===== config.mk =====
export PLATFORM = sky130hd
export DESIGN_NAME = acc_unit
export DESIGN_NICKNAME = d
export VERILOG_FILES = /design/src/rtl/acc_unit_pkg.sv /design/src/rtl/acc_op_dec.sv /design/src/rtl/acc_datapath.sv /design/src/rtl/acc_status.sv /design/src/rtl/acc_unit.sv
export SDC_FILE = /design/constraint.sdc
export NUM_CORES = 1
export LEC_CHECK = 0
export ABC_AREA = 1
export CORE_MARGIN = 2
export CORE_UTILIZATION = 40
export DETAILED_ROUTE_END_ITERATION = 8
export GPL_ROUTABILITY_DRIVEN = 0
export PLACE_DENSITY = 0.65
export SLEW_MARGIN = 25
export SYNTH_ARGS = -nofsm -noshare
export SYNTH_HDL_FRONTEND = slang
export SYNTH_SLANG_ARGS = --single-unit

===== constraint.sdc =====
create_clock -name clk_i -period 2.1 [get_ports clk_i]
set_input_delay 0.42 -clock clk_i [delete_from_list [all_inputs] [get_ports clk_i]]
set_output_delay 0.42 -clock clk_i [all_outputs]
set_load 0.05 [all_outputs]

===== src/rtl/acc_unit_pkg.sv =====
package acc_unit_pkg;
  localparam int SUB_W = 12;
  // sub-operation bit positions (decoded by the sequencer, order is fixed)
  localparam int B_CLR_A = 11;
  localparam int B_CLR_E = 10;
  localparam int B_CMP_A = 9;
  localparam int B_CMP_E = 8;
  localparam int B_ROR   = 7;
  localparam int B_ROL   = 6;
  localparam int B_INC   = 5;
  localparam int B_CHAR  = 11;

  typedef enum logic [3:0] {
    OP_HOLD, OP_AND, OP_ADD, OP_LOAD, OP_CLR_A, OP_CLR_E, OP_CMP_A,
    OP_CMP_E, OP_ROR, OP_ROL, OP_INC, OP_CHAR
  } acc_op_e;
endpackage


===== src/rtl/acc_op_dec.sv =====
module acc_op_dec
  import acc_unit_pkg::*;
(
  input  logic             exec_phase_i,
  input  logic [2:0]       op_sel_i,
  input  logic             reg_grp_i,
  input  logic             io_grp_i,
  input  logic [SUB_W-1:0] sub_op_i,
  output acc_op_e          op_o
);
  always_comb begin
    op_o = OP_HOLD;
    if (exec_phase_i && op_sel_i[0])      op_o = OP_AND;
    else if (exec_phase_i && op_sel_i[1]) op_o = OP_ADD;
    else if (exec_phase_i && op_sel_i[2]) op_o = OP_LOAD;
    else if (reg_grp_i) begin
      if (sub_op_i[B_CLR_A])      op_o = OP_CLR_A;
      else if (sub_op_i[B_CLR_E]) op_o = OP_CLR_E;
      else if (sub_op_i[B_CMP_A]) op_o = OP_CMP_A;
      else if (sub_op_i[B_CMP_E]) op_o = OP_CMP_E;
      else if (sub_op_i[B_ROR])   op_o = OP_ROR;
      else if (sub_op_i[B_ROL])   op_o = OP_ROL;
      else if (sub_op_i[B_INC])   op_o = OP_INC;
    end else if (io_grp_i && sub_op_i[B_CHAR]) begin
      op_o = OP_CHAR;
    end
  end
endmodule


===== src/rtl/acc_datapath.sv =====
module acc_datapath
  import acc_unit_pkg::*;
#(
  parameter int DATA_W = 16,
  parameter int CHAR_W = 8
) (
  input  acc_op_e           op_i,
  input  logic [DATA_W-1:0] acc_q_i,
  input  logic              ext_q_i,
  input  logic [DATA_W-1:0] opnd_i,
  input  logic [CHAR_W-1:0] char_i,
  output logic [DATA_W-1:0] acc_d_o,
  output logic              ext_d_o
);
  localparam int SUM_W = DATA_W + 1;
  localparam int HI_W  = DATA_W - CHAR_W;

  logic [SUM_W-1:0]  sum;
  logic [DATA_W-1:0] inc;
  logic [DATA_W-1:0] with_char;

  assign sum = {1'b0, acc_q_i} + {1'b0, opnd_i};
  assign inc = acc_q_i + DATA_W'(1);

  generate
    if (HI_W > 0) begin : g_keep_hi
      assign with_char = {acc_q_i[DATA_W-1:CHAR_W], char_i};
    end else begin : g_full
      assign with_char = char_i[DATA_W-1:0];
    end
  endgenerate

  always_comb begin
    acc_d_o = acc_q_i;
    ext_d_o = ext_q_i;
    unique case (op_i)
      OP_AND:   acc_d_o = acc_q_i & opnd_i;
      OP_ADD:   {ext_d_o, acc_d_o} = sum;
      OP_LOAD:  acc_d_o = opnd_i;
      OP_CLR_A: acc_d_o = '0;
      OP_CLR_E: ext_d_o = 1'b0;
      OP_CMP_A: acc_d_o = ~acc_q_i;
      OP_CMP_E: ext_d_o = ~ext_q_i;
      OP_ROR:   {acc_d_o, ext_d_o} = {ext_q_i, acc_q_i};
      OP_ROL:   {ext_d_o, acc_d_o} = {acc_q_i, ext_q_i};
      OP_INC:   acc_d_o = inc;
      OP_CHAR:  acc_d_o = with_char;
      default:  ;
    endcase
  end
endmodule


===== src/rtl/acc_status.sv =====
module acc_status #(
  parameter int DATA_W = 16
) (
  input  logic [DATA_W-1:0] acc_i,
  input  logic              ext_i,
  output logic              pos_o,
  output logic              neg_o,
  output logic              zero_o,
  output logic              ext_zero_o
);
  assign neg_o      = acc_i[DATA_W-1];
  assign pos_o      = ~acc_i[DATA_W-1];
  assign zero_o     = ~|acc_i;
  assign ext_zero_o = ~ext_i;
endmodule


===== src/rtl/acc_unit.sv =====
module acc_unit
  import acc_unit_pkg::*;
#(
  parameter int DATA_W = 16,
  parameter int CHAR_W = 8
) (
  input  logic              clk_i,
  input  logic              rst_ni,
  input  logic              exec_phase_i,
  input  logic [2:0]        op_sel_i,
  input  logic              reg_grp_i,
  input  logic              io_grp_i,
  input  logic [SUB_W-1:0]  sub_op_i,
  input  logic [DATA_W-1:0] opnd_i,
  input  logic [CHAR_W-1:0] char_i,
  output logic [DATA_W-1:0] acc_o,
  output logic              ext_o,
  output logic              acc_pos_o,
  output logic              acc_neg_o,
  output logic              acc_zero_o,
  output logic              ext_zero_o
);
  acc_op_e           op;
  logic [DATA_W-1:0] acc_q, acc_d;
  logic              ext_q, ext_d;

  acc_op_dec i_dec (
    .exec_phase_i (exec_phase_i),
    .op_sel_i     (op_sel_i),
    .reg_grp_i    (reg_grp_i),
    .io_grp_i     (io_grp_i),
    .sub_op_i     (sub_op_i),
    .op_o         (op)
  );

  acc_datapath #(.DATA_W(DATA_W), .CHAR_W(CHAR_W)) i_dp (
    .op_i    (op),
    .acc_q_i (acc_q),
    .ext_q_i (ext_q),
    .opnd_i  (opnd_i),
    .char_i  (char_i),
    .acc_d_o (acc_d),
    .ext_d_o (ext_d)
  );

  always_ff @(posedge clk_i or negedge rst_ni) begin
    if (!rst_ni) begin
      acc_q <= '0;
      ext_q <= 1'b0;
    end else begin
      acc_q <= acc_d;
      ext_q <= ext_d;
    end
  end

  acc_status #(.DATA_W(DATA_W)) i_stat (
    .acc_i      (acc_q),
    .ext_i      (ext_q),
    .pos_o      (acc_pos_o),
    .neg_o      (acc_neg_o),
    .zero_o     (acc_zero_o),
    .ext_zero_o (ext_zero_o)
  );

  assign acc_o = acc_q;
  assign ext_o = ext_q;
endmodule


==> results.json <==
{
  "power.internal_w": 0.002549,
  "netSwitchingFraction_pct": 53.36,
  "seqPwrFrac_pct": 11.3,
  "slowest_stage": "dfrtp_2",
  "finalWorstSetupSlack_ns": -0.01704,
  "dp_hpwl_mm": 9.713,
  "power.leakage_nw": 2.777,
  "cts_tree": "built",
  "multi_input_area_mm2": 0.002820,
  "seq_area_um2": 430.4,
  "insertion_delay_ns": 0.25,
  "finalCriticalPeriod_ns": 2.117,
  "ys_seq_elements": 17,
  "maxCapViolCount": 0,
  "grt_pass1_vias": 4061,
  "fp.coreArea_mm2": 0.007807,
  "rows": 32,
  "synth.avg_cell_area_um2": 5.739,
  "tightest_slew_ns": 0.5039,
  "clkTransAtPathRegs_ns": 0.08,
  "hold_viol_final": 0,
  "hold_ws_ns": 0.4914,
  "ys_types": 40,
  "dp_cells": 818,
  "worstSetupPathType": "flip-flop to primary output",
  "synth_cells": 569,
  "ys_seq_area_share_pct": 13.03,
  "cp_cell_sequence": "buf_4 > inv_4 > ha_4 > nand3_2 > nor4_4 > buf_12",
  "violations": "setup timing",
  "drt_wl_total_mm": 12.67,
  "max_freq_mhz": 472.4,
  "worstPathArrival_ns": 1.70,
  "slew_headroom_pct": 66.30,
  "route.detailed.wl_per_inst_um": 15.17,
  "fin_util_pct": 68.08,
  "timing.hold.worst.class": "input port to asynchronous set/reset pin",
  "place_area_mm2": 0.004733,
  "worstPathBufferInverterCount": 3,
  "combPwrFrac_pct": 83.9,
  "die_y_um": 94.36,
  "vias": 4421,
  "cts_sinks": 17,
  "final_cells": 835,
  "pin_count": 65,
  "p_clk_share_pct": 4.7,
  "antenna_left": 0,
  "grt_max_degree": 18,
  "root_buffer": "clkbuf_8",
  "drv_slew": 0,
  "num_antenna_cells": 0,
  "status": "finished, violations left",
  "fin_skew_ns": 0.002273,
  "die-area_mm2": 0.008903,
  "fillCellCount": 692,
  "drcViolationCount": 0,
  "grt_use_total_pct": 27.23,
  "areaGrowthSynthToFinish_pct": 62.76,
  "synthesis.area_mm2": 0.003266,
  "yosys.area.top_type": "nand2_1",
  "die_w_um": 94.36,
  "numCtsBuffers": 3,
  "grt_pass1_wl_mm": 19.33,
  "rsz0062_at_grt": "true",
  "synth_top_area_share_pct": 21.84,
  "antenna_found_initial": 0,
  "critPathMaxStageDelay_ns": 0.43,
  "peakVddDrop_mv": 0.5112,
  "setup_viol": 1,
  "portBuffers": 59,
  "clk_path_buf_depth": 2,
  "drt_iter0_markers": 365,
  "finalInstanceArea_mm2": 0.005315,
  "nets": 797,
  "cp_max_fo": 5,
  "initial_core_util_pct": 41.83,
  "drt_pass1_iterations": 5,
  "p_switching_w": 0.002917,
  "overflow": 0,
  "cp_top_family": "simple AND/OR/NAND/NOR gates",
  "cp-start-kind": "flip-flop",
  "synth_area_leaders": "nand2_1 (22%), dfrtp_1 (13%), nand3_1 (8.4%)",
  "fin_setup_tns_ns": -0.01704,
  "drive_above_1_share_pct": 32.88,
  "cts_max_level": 1,
  "period_share_pct": 100.8,
  "worstPathRequired_ns": 1.68,
  "synth_nets": 632,
  "via_per_inst": 5.295,
  "powerDensity_mw_per_mm2": 1028,
  "yosysWarningCount": 0,
  "end_kind": "primary output"
}
-- cells in the final DEF, fill, tap and decap left out, drive strengths merged --
cell type,count
clkinvlp,1
nand3b,2
nand2,202
clkdlybuf4s50,23
a21oi,22
xor2,10
or2,2
clkinv,1
fa,1
nor3,6
o21bai,2
dlymetal6s2s,14
nand3,59
inv,80
dfrtp,17
buf,127
xnor2,7
nor4,1
o22ai,7
a22oi,7
ha,18
dlygate4sd2,8
and2,1
clkbuf,3
o21ai,22
nand4,16
and3,1
nor2,73
-- per-stage QoR --
step / worst slack, ns / total power (W)
after floorplan: -0.02140 / 0.002937
final: -0.01704 / 0.005465
after global placement: -0.5138 / 0.004480
after detailed placement: -0.4815 / 0.004532
after CTS: 0.001992 / 0.005106
after global routing: -0.08396 / 0.005843
-- worst reg2reg max path, delay by kind of cell, from the launching register on --
| kind | cells | cell delay, ns |
|---|---|---|
| fa+ha+maj | 2 | 0.54 |
| buf+inv | 4 | 0.28 |
| flops | 1 | 0.39 |
| simple gates | 12 | 0.75 |
-- power by group through the flow --
stage	Clock, W	Sequential (W)	Combinational, W
3_5_place_dp	0	0.000614	0.00392
3_3_place_gp	0	0.000612	0.00387
5_1_grt	0.000268	0.000631	0.00494
4_1_cts	0.000260	0.000609	0.00424
2_1_floorplan	0	0.00116	0.00178
6_report	0.000259	0.000619	0.00459
-- flip-flops by register name (all words and copies together), names as in the netlist --
signal	count
ext_o	1
acc_o	16
-- final timing paths --
path	from	end	slack, ns	cells past startpoint
setup / recovery	acc_o[0]	acc_zero_o	-0.02	6
hold / removal	rst_ni	acc_o[15]	0.49	2
setup reg to reg	acc_o[0]	acc_o[14]	0.04	18
hold reg to reg	ext_o	ext_o	0.55	2
max in group asynchronous	rst_ni	acc_o[3]	1.39	2
min in group clk_i	ext_o	ext_o	0.55	2
-- area by class of cell --
cell class / count / share of cell area [%]
clock buffer: 3 / 0.7768
clock inverter: 1 / 0.09416
inverter: 81 / 5.979
multi-input combinational: 459 / 53.06
sequential: 17 / 8.098
tap: 102 / 2.401
timing repair buffer: 172 / 29.59
-- synthesized netlist by cell type, drive strengths merged --
library cell,instances
fa,1
ha,18
or2,2
and3,1
clkbuf,1
xnor2,7
buf,12
o22ai,7
dfrtp,17
nand2,202
a21oi,22
nor4,1
o21ai,22
a22oi,7
nand4,16
nor3,6
nand3b,2
nand3,59
o21bai,2
inv,81
xor2,10
nor2,72
and2,1
-- timing repair --
| action | in CTS | in global routing |
|---|---|---|
| cloned | 0 | 1 |
| hold buffers | 0 | 0 |
| resized for setup | 37 | 64 |
| buffers inserted | 5 | 7 |
| endpoints found under the setup margin | 16 | 18 |
| pin swaps | 6 | 34 |
-- kinds of logic (layout without fill, tap and decap cells) --
family,count (synthesis),in the layout,share of synthesized area (%)
fa+ha+maj,19,19,7.510
flops,17,17,13.03
xor+xnor,17,17,4.559
buf+inv,94,257,12.80
simple gates,362,363,51.72
compound gates,60,60,10.38
-- per-layer routing --
metal	GRT usage, %	share of wire, %	vias to the layer above
met5	0	0	-
met4	6.039	1.9	0
met3	1.596	7.1	21
met2	47.26	49	193
met1	37.30	43	2052
li1	-	-	2155
No activity file was read; power rests on OpenSTA's default activity.
